### config.mk
export PLATFORM = sky130hd
export DESIGN_NAME = filt_host_regs
export DESIGN_NICKNAME = d
export VERILOG_FILES = /design/src/rtl/filt_hreg_pkg.sv /design/src/rtl/filt_res_fifo.sv /design/src/rtl/filt_sys_regs.sv /design/src/rtl/filt_host_regs.sv
export SDC_FILE = /design/constraint.sdc
export NUM_CORES = 1
export LEC_CHECK = 0
export BUFFER_PORTS_ARGS = -buffer_cell sky130_fd_sc_hd__buf_2
export CORE_AREA = 2 2 154 156
export CTS_CLUSTER_SIZE = 40
export DETAILED_ROUTE_END_ITERATION = 10
export DIE_AREA = 0 0 156 158
export HOLD_SLACK_MARGIN = 0.08
export PLACE_DENSITY = 0.61
export SETUP_SLACK_MARGIN = 0.1
export SKIP_CTS_REPAIR_TIMING = 1
export SYNTH_ARGS = -nofsm -noshare
export SYNTH_HDL_FRONTEND = slang
export SYNTH_SLANG_ARGS = --single-unit
### constraint.sdc
create_clock -name clk_i -period 3.9 [get_ports clk_i]
set_input_delay 0.195 -clock clk_i [delete_from_list [all_inputs] [get_ports clk_i]]
set_output_delay 0.195 -clock clk_i [all_outputs]
set_load 0.02 [all_outputs]
### src/rtl/filt_hreg_pkg.sv
package filt_hreg_pkg;
  typedef enum logic [1:0] {
    OFF_STAT = 2'd0,
    OFF_DATA = 2'd1,
    OFF_ROLE = 2'd2,
    OFF_VER  = 2'd3
  } chip_off_e;
endpackage

### src/rtl/filt_res_fifo.sv
module filt_res_fifo #(
  parameter int DW    = 16,
  parameter int DEPTH = 4,
  localparam int PW   = (DEPTH > 1) ? $clog2(DEPTH) : 1,
  localparam int CW   = $clog2(DEPTH + 1)
) (
  input  logic          clk_i,
  input  logic          rst_ni,
  input  logic          push_i,
  input  logic [DW-1:0] din_i,
  input  logic          pop_i,
  output logic [DW-1:0] dout_o,
  output logic [CW-1:0] cnt_o
);
  localparam logic [CW-1:0] FULL = CW'(DEPTH);
  localparam logic [PW-1:0] LAST = PW'(DEPTH - 1);

  logic [DW-1:0] mem_q [DEPTH];
  logic [PW-1:0] wp_q, rp_q;
  logic [CW-1:0] cnt_q;
  logic          pop_ok, push_ok;

  assign pop_ok  = pop_i && (cnt_q != '0);
  assign push_ok = push_i && ((cnt_q != FULL) || pop_ok);
  assign dout_o  = (cnt_q != '0) ? mem_q[rp_q] : '0;
  assign cnt_o   = cnt_q;

  always_ff @(posedge clk_i or negedge rst_ni) begin
    if (!rst_ni) begin
      wp_q  <= '0;
      rp_q  <= '0;
      cnt_q <= '0;
    end else begin
      if (push_ok) wp_q <= (wp_q == LAST) ? '0 : wp_q + 1'b1;
      if (pop_ok)  rp_q <= (rp_q == LAST) ? '0 : rp_q + 1'b1;
      if (push_ok && !pop_ok)      cnt_q <= cnt_q + 1'b1;
      else if (pop_ok && !push_ok) cnt_q <= cnt_q - 1'b1;
    end
  end

  for (genvar g = 0; g < DEPTH; g++) begin : g_slot
    always_ff @(posedge clk_i or negedge rst_ni) begin
      if (!rst_ni)                          mem_q[g] <= '0;
      else if (push_ok && wp_q == PW'(g))   mem_q[g] <= din_i;
    end
  end
endmodule

### src/rtl/filt_sys_regs.sv
module filt_sys_regs #(
  parameter int DW     = 16,
  parameter int SYS_AW = 2,
  localparam int NREG  = 1 << SYS_AW
) (
  input  logic              clk_i,
  input  logic              rst_ni,
  input  logic              we_i,
  input  logic [SYS_AW-1:0] idx_i,
  input  logic [DW-1:0]     wdata_i,
  output logic [DW-1:0]     rdata_o
);
  logic [DW-1:0] reg_q [NREG];

  for (genvar g = 0; g < NREG; g++) begin : g_reg
    always_ff @(posedge clk_i or negedge rst_ni) begin
      if (!rst_ni)                          reg_q[g] <= '0;
      else if (we_i && idx_i == SYS_AW'(g)) reg_q[g] <= wdata_i;
    end
  end

  assign rdata_o = reg_q[idx_i];
endmodule

### src/rtl/filt_host_regs.sv
module filt_host_regs
  import filt_hreg_pkg::*;
#(
  parameter int            DW        = 16,
  parameter int            AW        = 8,
  parameter int            DEPTH     = 4,
  parameter int            SYS_AW    = 2,
  parameter logic [AW-1:0] CHIP_BASE = 8'h40,
  parameter logic [DW-1:0] ROLE_RST  = 16'h0001,
  parameter logic [DW-1:0] VERSION   = 16'h0003,
  localparam int           CW        = $clog2(DEPTH + 1)
) (
  input  logic          clk_i,
  input  logic          rst_ni,
  input  logic          cs_chip_i,
  input  logic          cs_sys_i,
  input  logic [AW-1:0] addr_i,
  input  logic          wr_i,
  input  logic          rd_i,
  input  logic [DW-1:0] wdata_i,
  output logic [DW-1:0] rdata_o,
  output logic          rvalid_o,
  output logic          err_o,
  input  logic          res_push_i,
  input  logic [DW-1:0] res_data_i,
  output logic          irq_o
);
  logic [AW-1:0] off_full;
  chip_off_e     off;
  logic          chip_hit, chip_rd, chip_wr;
  logic          sys_sel, is_master, sys_wr, sys_rd_ok, sys_rd_bad;
  logic          pop, stat_rd;
  logic [DW-1:0] role_q, rd_val, fifo_dout, sys_dout;
  logic [CW-1:0] res_cnt;
  logic [DW-1:0] rdata_q;
  logic          rvalid_q, err_q, irq_q;

  // window decode relative to base
  assign off_full  = addr_i - CHIP_BASE;
  assign chip_hit  = cs_chip_i && (off_full < AW'(4));
  assign off       = chip_off_e'(off_full[1:0]);
  assign chip_rd   = chip_hit && rd_i;
  assign chip_wr   = chip_hit && wr_i;

  assign is_master = (role_q == '0);
  assign sys_sel   = cs_sys_i && !cs_chip_i;
  assign sys_wr    = sys_sel && wr_i && is_master;
  assign sys_rd_ok = sys_sel && rd_i && is_master;
  assign sys_rd_bad = sys_sel && rd_i && !is_master;

  assign pop     = chip_rd && (off == OFF_DATA);
  assign stat_rd = chip_rd && (off == OFF_STAT);

  filt_res_fifo #(.DW(DW), .DEPTH(DEPTH)) i_fifo (
    .clk_i  (clk_i),
    .rst_ni (rst_ni),
    .push_i (res_push_i),
    .din_i  (res_data_i),
    .pop_i  (pop),
    .dout_o (fifo_dout),
    .cnt_o  (res_cnt)
  );

  filt_sys_regs #(.DW(DW), .SYS_AW(SYS_AW)) i_sys (
    .clk_i   (clk_i),
    .rst_ni  (rst_ni),
    .we_i    (sys_wr),
    .idx_i   (addr_i[SYS_AW-1:0]),
    .wdata_i (wdata_i),
    .rdata_o (sys_dout)
  );

  always_comb begin
    rd_val = '0;
    if (chip_rd) begin
      unique case (off)
        OFF_STAT: rd_val = DW'(res_cnt != '0);
        OFF_DATA: rd_val = fifo_dout;
        OFF_ROLE: rd_val = role_q;
        OFF_VER:  rd_val = VERSION;
        default:  rd_val = '0;
      endcase
    end else if (sys_rd_ok) begin
      rd_val = sys_dout;
    end
  end

  always_ff @(posedge clk_i or negedge rst_ni) begin
    if (!rst_ni) begin
      role_q   <= ROLE_RST;
      rdata_q  <= '0;
      rvalid_q <= 1'b0;
      err_q    <= 1'b0;
      irq_q    <= 1'b0;
    end else begin
      if (chip_wr && off == OFF_ROLE) role_q <= wdata_i;
      rvalid_q <= chip_rd || sys_rd_ok;
      rdata_q  <= rd_val;
      err_q    <= sys_rd_bad;
      // set on push into empty wins over clear
      if (res_push_i && res_cnt == '0)    irq_q <= 1'b1;
      else if (stat_rd && res_cnt == '0)  irq_q <= 1'b0;
    end
  end

  assign rdata_o  = rdata_q;
  assign rvalid_o = rvalid_q;
  assign err_o    = err_q;
  assign irq_o    = irq_q;
endmodule

Word level (Yosys, flattened, before mapping)
Cells that the tools add are included.
W data, S select, Z words.
{"block": "word_totals", "reg_bits": 170, "input_bits": 47, "output_inout_bits": 19, "elab_cells": 93}
{"block": "classes", "add_sub_neg": 5, "n_lt_le_gt_ge": 3, "n_eq_ne": 11, "muxes": 16, "n_bitwise": 2, "n_reduce_logical": 40}
{"cell": "$mux W16", "count": 7}
{"cell": "$bmux W16 S2", "count": 2}
{"cell": "$pmux W16 S4", "count": 1}
{"cell": "$logic_and A1 B1 Y1", "count": 26}
{"cell": "$logic_not A16 Y1", "count": 1}
{"cell": "$eq A2 B2 Y1 const B", "count": 7}
{"cell": "$lt A8 B3 Y1 const B", "count": 1}
{"cell": "$sub A8 B7 Y8 const B", "count": 1}
{"cell": "$eq A2 B1 Y1 const B", "count": 3}
{"cell": "$ge A3 B3 Y1 const B", "count": 2}
{"cell": "$logic_not A2 Y1", "count": 3}
{"cell": "$mux W3", "count": 2}
{"cell": "$not A2 Y3", "count": 2}
{"cell": "$add A2 B1 Y2 const B", "count": 2}
{"cell": "$logic_not A1 Y1", "count": 4}
{"cell": "$mux W2", "count": 2}
{"cell": "$reduce_bool A2 Y1", "count": 2}
{"cell": "$add A3 B1 Y3 const B", "count": 1}
{"cell": "$logic_not A3 Y1", "count": 1}
{"cell": "$ne A3 B3 Y1 const B", "count": 1}
{"cell": "$reduce_bool A3 Y1", "count": 1}
{"cell": "$sub A3 B1 Y3 const B", "count": 1}
{"cell": "$logic_or A1 B1 Y1", "count": 2}
{"cell": "$mux W1", "count": 2}

Longest topological paths before layout
Gate-level depths: netlist of the first run.
{"block": "logic_depth", "depth_word": 12, "ltp_mapped": 10, "depth_no_buf": 10}

Modules after synthesis
A second synthesis of the first run with hierarchy kept.
{"block": "unflattened", "cells_unflattened": 499, "hier_area_um2": 7758.7}
{"module": "filt_res_fifo", "instances": 1, "cells_per_inst": 209, "area_per_inst_um2": 3314.4, "seq_area_each_um2": 1776.7}
{"module": "filt_sys_regs", "instances": 1, "cells_per_inst": 156, "area_per_inst_um2": 2829.0, "seq_area_each_um2": 1601.5}
{"module": "filt_host_regs", "instances": 1, "cells_per_inst": 134, "area_per_inst_um2": 1615.3, "seq_area_each_um2": 877.1}

Worst setup path before layout of the first run
Ideal clock, no wire load.
{"block": "synth_path", "kind": "input-to-reg", "from": "input port addr_i[4]", "to": "register i_fifo.cnt_q[2] (netlist: i_fifo.cnt_o[2])", "setup_time_ns": 0.079, "arrival_ns": 2.510, "path_slack_ns": 1.311, "path_stages": 10, "cell_sequence": "or4b_4 nor4_4 inv_4 a21boi_2 ha_1 inv_1 fa_1 xor2_1 nor2_1 xor2_1"}
{"block": "synth_via", "elab_chain_cells": 11, "elab_cells_between_ends": 14, "classes_between": "add/sub (1); order compare (1); mux (1); reduce/logical (11)"}
{"element": "start, declared", "line": "filt_host_regs.sv:17", "source": "input logic [AW-1:0] addr_i,"}
{"element": "$sub A8 B7 Y8 *", "line": "filt_host_regs.sv:39", "source": "assign off_full = addr_i - CHIP_BASE;"}
{"element": "$lt A8 B3 Y1 *", "line": "filt_host_regs.sv:40", "source": "assign chip_hit = cs_chip_i && (off_full < AW'(4));"}
{"element": "$logic_and A1 B1 Y1 *", "line": "filt_host_regs.sv:40"}
{"element": "$logic_and A1 B1 Y1 *", "line": "filt_host_regs.sv:42", "source": "assign chip_rd = chip_hit && rd_i;"}
{"element": "$logic_and A1 B1 Y1 *", "line": "filt_host_regs.sv:51", "source": "assign pop = chip_rd && (off == OFF_DATA);"}
{"element": "$logic_and A1 B1 Y1 *", "line": "filt_res_fifo.sv:23", "source": "assign pop_ok = pop_i && (cnt_q != '0);"}
{"element": "$logic_or A1 B1 Y1 *", "line": "filt_res_fifo.sv:24", "source": "assign push_ok = push_i && ((cnt_q != FULL) || pop_ok);"}
{"element": "$logic_and A1 B1 Y1 *", "line": "filt_res_fifo.sv:24"}
{"element": "via i_fifo.push_ok", "line": "filt_res_fifo.sv:21", "source": "logic pop_ok, push_ok;"}
{"element": "$logic_not A1 Y1", "line": "filt_res_fifo.sv:37", "source": "else if (pop_ok && !push_ok) cnt_q <= cnt_q - 1'b1;"}
{"element": "$logic_and A1 B1 Y1", "line": "filt_res_fifo.sv:37"}
{"element": "$reduce_bool A2 Y1 (no source line)"}
{"element": "end signal, assigned", "line": "filt_res_fifo.sv:36", "source": "if (push_ok && !pop_ok) cnt_q <= cnt_q + 1'b1;"}
{"element": "end signal, assigned", "line": "filt_res_fifo.sv:37"}
{"element": "end, declared", "line": "filt_res_fifo.sv:20", "source": "logic [CW-1:0] cnt_q;"}
The timed path passes the listed nets; every way through them passes the cells marked *.
A chain may end at the register's enable or synchronous reset.

Final worst setup path of the first run
{"block": "layout_path", "from": "register role_q[7]", "to": "register i_sys.reg_q[26] in the netlist's numbering"}
{"block": "layout_via", "elab_chain_cells": 3}
{"element": "start, declared", "line": "filt_host_regs.sv:33", "source": "logic [DW-1:0] role_q, rd_val, fifo_dout, sys_dout;"}
{"element": "start signal, assigned", "line": "filt_host_regs.sv:96", "source": "if (chip_wr && off == OFF_ROLE) role_q <= wdata_i;"}
{"element": "$logic_not A16 Y1", "line": "filt_host_regs.sv:45", "source": "assign is_master = (role_q == '0);"}
{"element": "$logic_and A1 B1 Y1", "line": "filt_host_regs.sv:47", "source": "assign sys_wr = sys_sel && wr_i && is_master;"}
{"element": "$logic_and A1 B1 Y1", "line": "filt_sys_regs.sv:18", "source": "else if (we_i && idx_i == SYS_AW'(g)) reg_q[g] <= wdata_i;"}
{"element": "end signal, assigned by index", "line": "filt_sys_regs.sv:18"}
{"element": "end, declared", "line": "filt_sys_regs.sv:13", "source": "logic [DW-1:0] reg_q [NREG];"}
No other way between the ends.

==> results.md, run 1 <==
- The repair_antennas step left the layout with diodes totalling 0.
- The register bit count reported by yosys is 170.
- In this run, the number of DRC markers left after iteration 0 of detailed routing was 204.
- Max-cap violations in this run came to 0.
- The cell sitting at the root of the clock tree is a clkbuf_16.
- The required time of the critical path is 4210 ps.
- During synthesis, Yosys emitted a total of 0 warnings.
- For this design, the slowest cell found on the critical path is nor3_4.
- The area of the core is 23100 um^2.
- The cell area that synthesis handed to floorplanning was 7720 um^2.
- TritonCTS built the clock tree.
- The post-layout minimum cycle time is 2720 ps.
- STA classifies the critical path startpoint as a register.
- Sequential cells were found to cover 55.1% of the synthesized design area.
- Static timing analysis puts the maximum clock frequency at 368 MHz.
- The class of the worst hold path is input pin to register.
- Cells with a size suffix above 1 make up 50.7% of the layout.
- The leakage dissipation is 4.06 nW.
- The clock latency at the later pin of the worst-skew pair is 430 ps.
- The worst setup path is of the register to register kind.
- Global routing used 14.3% of the available tracks across all layers.
- The final-report max-slew violation count came to 0.
- In the routed design, unresolved DRC markers number 0.
- The via count of the first global-routing pass is 4739.
- The maximum VDD drop is 0.000302 V.
- The die area is 24600 um^2.
- From synthesis to final layout, the design area changed by 18.7%.
- In this run, synthesis inferred 0 flip-flops with an integrated enable.
- Counting every net in the synthesized netlist gives 523.
- Measured against its own limit, the worst slew margin works out to 41.2%.
- Entering global routing, the biggest net connects 103 pins.
- Sorting the synthesized cells by area gives the leading types as dfrtp_1 55%, mux2_2 16%, mux4_2 9.3%.
- For this run, the share of the core covered by cells in the final layout is 39.8%.
- The launching point of the worst reg2reg path is role_q[7].
- In the routed layout, each cell is associated on average with a via count of 5.02.
- For this run, asynchronously set or reset flops after synthesis account for 100%.
- The final-report setup violation count is 0.
- The number of antenna violations at the first check in global routing is 0.
- On the worst path, the slowest cell contributes a delay of 620 ps.
- Synthesis handed over a netlist of 469 instances.
- Setup repair after global routing left no endpoint under its margin.
- The slew at the pin closest to its max-slew limit is 882 ps.
- The routed layout has 4356 vias.
- The count of antenna-violating nets left after detailed routing is 0.
- The largest fanout of any net on the critical path is 9.
- In this run the worst setup path begins at role_q[7].
- The initial core utilization is 33.5%.
- The mean routed wirelength per cell is 19.2 um.
- The run finished with clean final reports.
- Of the available clock period, the critical path in the final layout requires 69.7%.
- The routed wire length is 16.7 mm.
- The layout net count is 621.
- The floorplan step set the die width to 156 um.
- The post-synthesis area per instance is 16.5 um^2.
- The endpoint kind of the worst setup timing path is a register.
- Among all flip-flop cells after synthesis, the most frequent one is dfrtp_1.
- Of all cell types, the one taking the most synthesized area is dfrtp_1.
- The startpoint of the most critical hold path is wdata_i[7].
- The first global-routing pass estimated 26.7 mm of wire.
- In this run the core area contains 56 standard-cell rows.
- The longest clock path from root to sink contains 2 buffers.
- The HPWL after detailed placement is 11.3 mm.
- The number of hold violations in the final report is 0.
- The share of the synthesized area in the top cell type is 54.8%.
- The total CTS buffers is 17.
- Dividing total power by cell area gives a power density of 614 nW/um^2.
- The clock skew after layout is 8.23 ps.
- Setup total negative slack on the finished layout was measured at 0 ps.
- The number of top-level pins is 66.
- The power consumption is 5.63 mW.
- The signal on the critical path passes through nor4_1 > nand4_1 > nor3_4 > buf_4 > mux2_2.
- The global placement routability congestion is 0.755.
- The count of buffers added on input and output ports is 65.
- The global route total overflow is 0.
- The first TritonRoute pass finished after 5 iterations.
- The H-tree depth is 4.
- The die is 158 um tall.
- The number of distinct library cells after synthesis is 44.
- The tree built by TritonCTS fans out to 170 sinks.
- The data arrival time at the worst-slack endpoint is 3030 ps.
- The clock edge transition at the registers on the reported setup and hold paths is 60 ps.
synth_stat cells (all sizes together) (4+ instances only):
library cell  count
dfrtp           169
mux2            148
mux4             32
buf              15
a221o            14
and2             14
clkbuf            8
nor2              7
nor3              7
ha                6
nand2             6
a21oi             5
inv               5
nor4              5
or3               4
metal layers:
layer | wire, um | vias to the layer above | track usage [%]
li1 | - | 1946 | -
met1 | 7260 | 2306 | 17.6
met2 | 8600 | 78 | 25.1
met3 | 509 | 26 | 3.04
met4 | 299 | 0 | 5.20
met5 | 0 | - | 0
metrics by stage:
stage,area [um^2],hold WS (ps),instances,worst slack (ps)
floorplan,7720,-101,469,1310
global placement,8350,248,810,961
detailed placement,8350,250,810,885
CTS,8880,-205,840,1090
global route,9160,81.0,868,960
finish,9160,71.5,868,1180
sequential cells by signal (all words and copies together), names as in the netlist:
signal	flops
rvalid_o	1
i_fifo.wp_q	2
i_fifo.rp_q	2
irq_o	1
err_o	1
i_fifo.mem_q	64
i_fifo.cnt_o	3
rdata_o	16
i_sys.reg_q	64
role_q	16
critical path: cells and delay by family (launching register included):
family	cells	cell delay, ps
buffers and inverters	1	320
DFF	1	400
muxes	1	360
and+or+nand+nor	3	1520
area by class of cell:
cell class                 instances  area (um^2)
sequential                       170         4260
multi-input combinational        271         3290
clock inverter                     7         70.1
inverter                           5         21.3
tap                              290          363
clock buffer                      23          468
timing repair buffer             102          692
fill                            2132        13900
cell usage in the layout, fill, tap and decap left out, drive strengths merged, types with 2 or more instances in the layout:
master       instances
dfrtp              169
mux2               148
buf                 74
mux4                32
dlygate4sd3         28
clkbuf              23
and2                14
a221o               14
nor2                 7
nor3                 7
nand2                6
ha                   6
inv                  5
a21oi                5
nor4                 5
clkinv               5
or3                  4
nand2b               2
nand3                2
o21ai                2
xor2                 2
final timing paths:
kind,to,slack (ps),depth (start not counted)
min in group asynchronous,i_sys.reg_q[30],350,2
worst min-delay path,i_sys.reg_q[39],70,2
worst min register to register,i_fifo.mem_q[18],500,1
max in group asynchronous,i_fifo.mem_q[11],2610,3
worst max register to register,i_sys.reg_q[26],1180,5
worst max-delay path,i_sys.reg_q[26],1180,5
power by group:
part / switching (mW) / internal (mW)
clock: 0.653 / 0.903
sequential: 0.306 / 2.31
combinational: 0.521 / 0.934
total: 1.48 / 4.15
logic make-up after synthesis:
kind of cell	after synthesis	synth area share, %
xor+xnor	3	0.340
flops	170	55.1
compound gates	27	3.52
fa+ha+maj	7	1.23
buf+inv	28	2.43
simple gates	54	4.52
mux	180	32.9
Note: power is estimated with default switching activity, not from simulation.
==> inputs of run 2 (changes only) <==
==> constraint.sdc (replaced) <==
create_clock -name clk_i -period 2.7 [get_ports clk_i]
set_input_delay 0.135 -clock clk_i [delete_from_list [all_inputs] [get_ports clk_i]]
set_output_delay 0.135 -clock clk_i [all_outputs]
set_load 0.02 [all_outputs]
==> run 2 against run 1 <==
Clock power up 53%. Register-to-register slack worse by 950 ps. Die area unchanged. Global-route usage up 0.28 points. Flip-flop and latch count unchanged. Wire length up 2.8%. First-iteration DRC count up 22%. Maximum frequency up 10%. Via count up 2.6%. Setup slack worse by 950 ps. Critical endpoint is now i_fifo.cnt_o[1].
==> results.md, run 2 (same netlist as run 1, synthesis figures left out) <==
- The flow ran to the end, and the final reports show no timing, DRC or antenna violations.
- The clock latency at the later pin of the worst-skew pair is 420 ps.
- The type of element launching the critical path is a register.
- The class of the worst hold path is input pin to register.
- Summed over all cells, the static leakage comes to 4.21 nW.
- The largest registers in the layout are i_fifo.mem_q: 64 flops, i_sys.reg_q: 64 flops.
- The overall routing resource usage is 14.6%.
- Setup repair after global routing left no endpoint under its margin.
- The clock skew after layout is 8.81 ps.
- The detailed router placed 4471 vias in this run.
- The required time of the critical path is 3010 ps.
- The start point of the critical path is i_fifo.cnt_o[1].
- The via count of the first global-routing pass was 4933.
- The multi-input gate area in the final layout is 3290 um^2.
- The routed wire length is 17.1 mm.
- The library cell used most frequently in the layout, excluding fill and tap cells, is dfrtp_1.
- Setup violations remaining at the end of the flow were counted as 0.
- Net switching is 26.3% of the power.
- The vertical extent of the die is 158 um.
- The cell sitting at the root of the clock tree is a clkbuf_16.
- The post-layout minimum cycle time is 2470 ps.
- The total CTS buffers is 17.
- In this run the horizontal extent of the chip is 156 um.
- The number of top-level pins is 66.
- The H-tree was split into 4 levels.
- The number of buffers on the longest clock path is 2.
- The critical path class is register to register.
- The detailed-route DRC error count is 0.
- The clock net in this run drives a total of 170 sinks.
- Once layout is done, the placed cells without fillers occupy 9480 um^2.
- Entering global routing, the biggest net connects 83 pins.
- The count of routing violations after the opening detailed-route iteration is 248.
- In the final timing run, aggregate negative setup slack is 0 ps.
- The final-report max-slew violation count is 0.
- The first global-routing pass estimated 27.1 mm of wire.
- Cell internal power was estimated by the tool at 6.17 mW.
- The worst pin sits at a relative slew slack of 47.1%.
- The maximum VDD drop is 0.000320 V.
- The floorplan step defined a die boundary enclosing 24600 um^2.
- The maximum achievable frequency is 405 MHz.
- Of all nets on the critical path, the largest fanout is 5.
- Per report_power, the sequential group accounts for 45.2% of the total.
- The number of cell rows is 56.
- The area of the core is 23100 um^2.
- The sequential cell area is 4260 um^2.
- Before antenna repair, the detailed router went through 5 iterations.
- The reported max-cap violation count is 0.
- Using the TritonRoute via totals, the vias-per-cell ratio works out to 4.99.
- After clock tree synthesis, the clock-pin slew on the worst setup and hold paths is 60 ps.
- Summed over all nets, the half-perimeter wirelength after detailed placement is 12.0 mm.
- The number of hold violations in the final report came to 0.
- The net load switching power is 2.20 mW.
- For the pin with the worst max-slew slack, the measured transition is 791 ps.
- Per report_power, the clock group accounts for 28.5% of the total.
- The launching point of the worst reg2reg path is i_fifo.cnt_o[1].
- During placement, the flow inserted port buffers numbering 65.
- The power consumption is 8.37 mW.
- The global route total overflow is 0.
- In the final routed layout, each cell accounts on average for 19.1 um.
- The detail route stage leaves a number of antenna-violating nets equal to 0.
- The power density normalized to cell area is 883 nW/um^2.
- The number of antenna violations at the first check in global routing is 0.
- The top cell types in the final layout, fill and taps aside, are 169 x dfrtp_1, 108 x mux2_2, 64 x buf_2, 40 x mux2_4, 36 x dlygate4sd3_1.
- In this run the most critical hold path is launched from addr_i[5].
- The layout has 2058 filler cells.
- At the worst endpoint, the arrival time is 2770 ps.
- The CTS tree is built.
- The post-route netlist has 52.1% of its cells at a drive strength greater than 1.
- The initial core utilization is 33.5%.
- The endpoint kind of the worst setup timing path is a register.
- The net count of the finished layout is 647.
- Relative to the synthesized area, the layout overhead comes to 22.7%.
- 0 antenna diodes ended up in the layout.
- The end-of-flow core utilization is 41.1%.
- The global placement routability congestion is 0.765.
- Once placement finished, the instance area stood at 8540 um^2.
- The share of power burned in combinational logic is 26.3%.
- The final cycle utilization of the critical path is 91.4%.
run 2: cell types whose count changed in the layout (fill, tap and decap cells not counted), sizes merged:
| cell | previous run | this run |
|---|---|---|
| bufinv | 1 | 2 |
| clkinvlp | 1 | 4 |
| dlygate4sd3 | 28 | 36 |
| clkinv | 5 | 6 |
| buf | 74 | 92 |
| clkbuf | 23 | 20 |
run 2: layout make-up:
cell class,instances,share of cell area (%)
sequential,170,44.9
multi-input combinational,271,34.7
clock buffer,20,4.82
clock inverter,12,1.31
timing repair buffer,128,10.2
inverter,5,0.224
tap,290,3.83
run 2: final timing paths:
path / depth (start not counted) / to / slack [ps]
setup reg to reg: 6 / i_fifo.cnt_o[1] / 230
min in group asynchronous: 2 / i_sys.reg_q[61] / 260
hold reg to reg: 1 / i_sys.reg_q[10] / 500
max in group asynchronous: 3 / i_fifo.mem_q[14] / 1610
setup / recovery: 6 / i_fifo.cnt_o[1] / 230
hold / removal: 3 / rvalid_o / 80
run 2: power by group through the flow:
stage	Clock (mW)	Sequential (mW)	Combinational [mW]
global placement	0	3.73	2.10
global route	2.55	3.89	2.36
CTS	2.44	3.79	2.19
floorplan	0	3.69	1.72
detailed placement	0	3.83	2.19
finish	2.39	3.78	2.20
run 2: critical path: stages (launching register included):
cell and delay [ps]:
dfrtp_1 450, nor3b_2 700, a21boi_2 200, ha_1 270, inv_1 70, fa_1 400, mux2_2 270
run 2: stage by stage:
stage	instances	hold WS [ps]	worst slack (ps)
2_1_floorplan	469	-161	171
3_3_place_gp	828	145	159
3_5_place_dp	828	158	72.0
4_1_cts	860	-291	205
5_1_grt	896	80.2	132
6_report	896	76.5	232
run 2: layer usage:
metal	part of all wire, %	global-route usage, %	vias up	routed length [um]
met5	0	0	-	0
met4	1.8	6.03	0	306
met3	2.9	3.42	23	496
met2	51	24.8	80	8820
met1	44	18.1	2369	7510
li1	-	-	1999	-
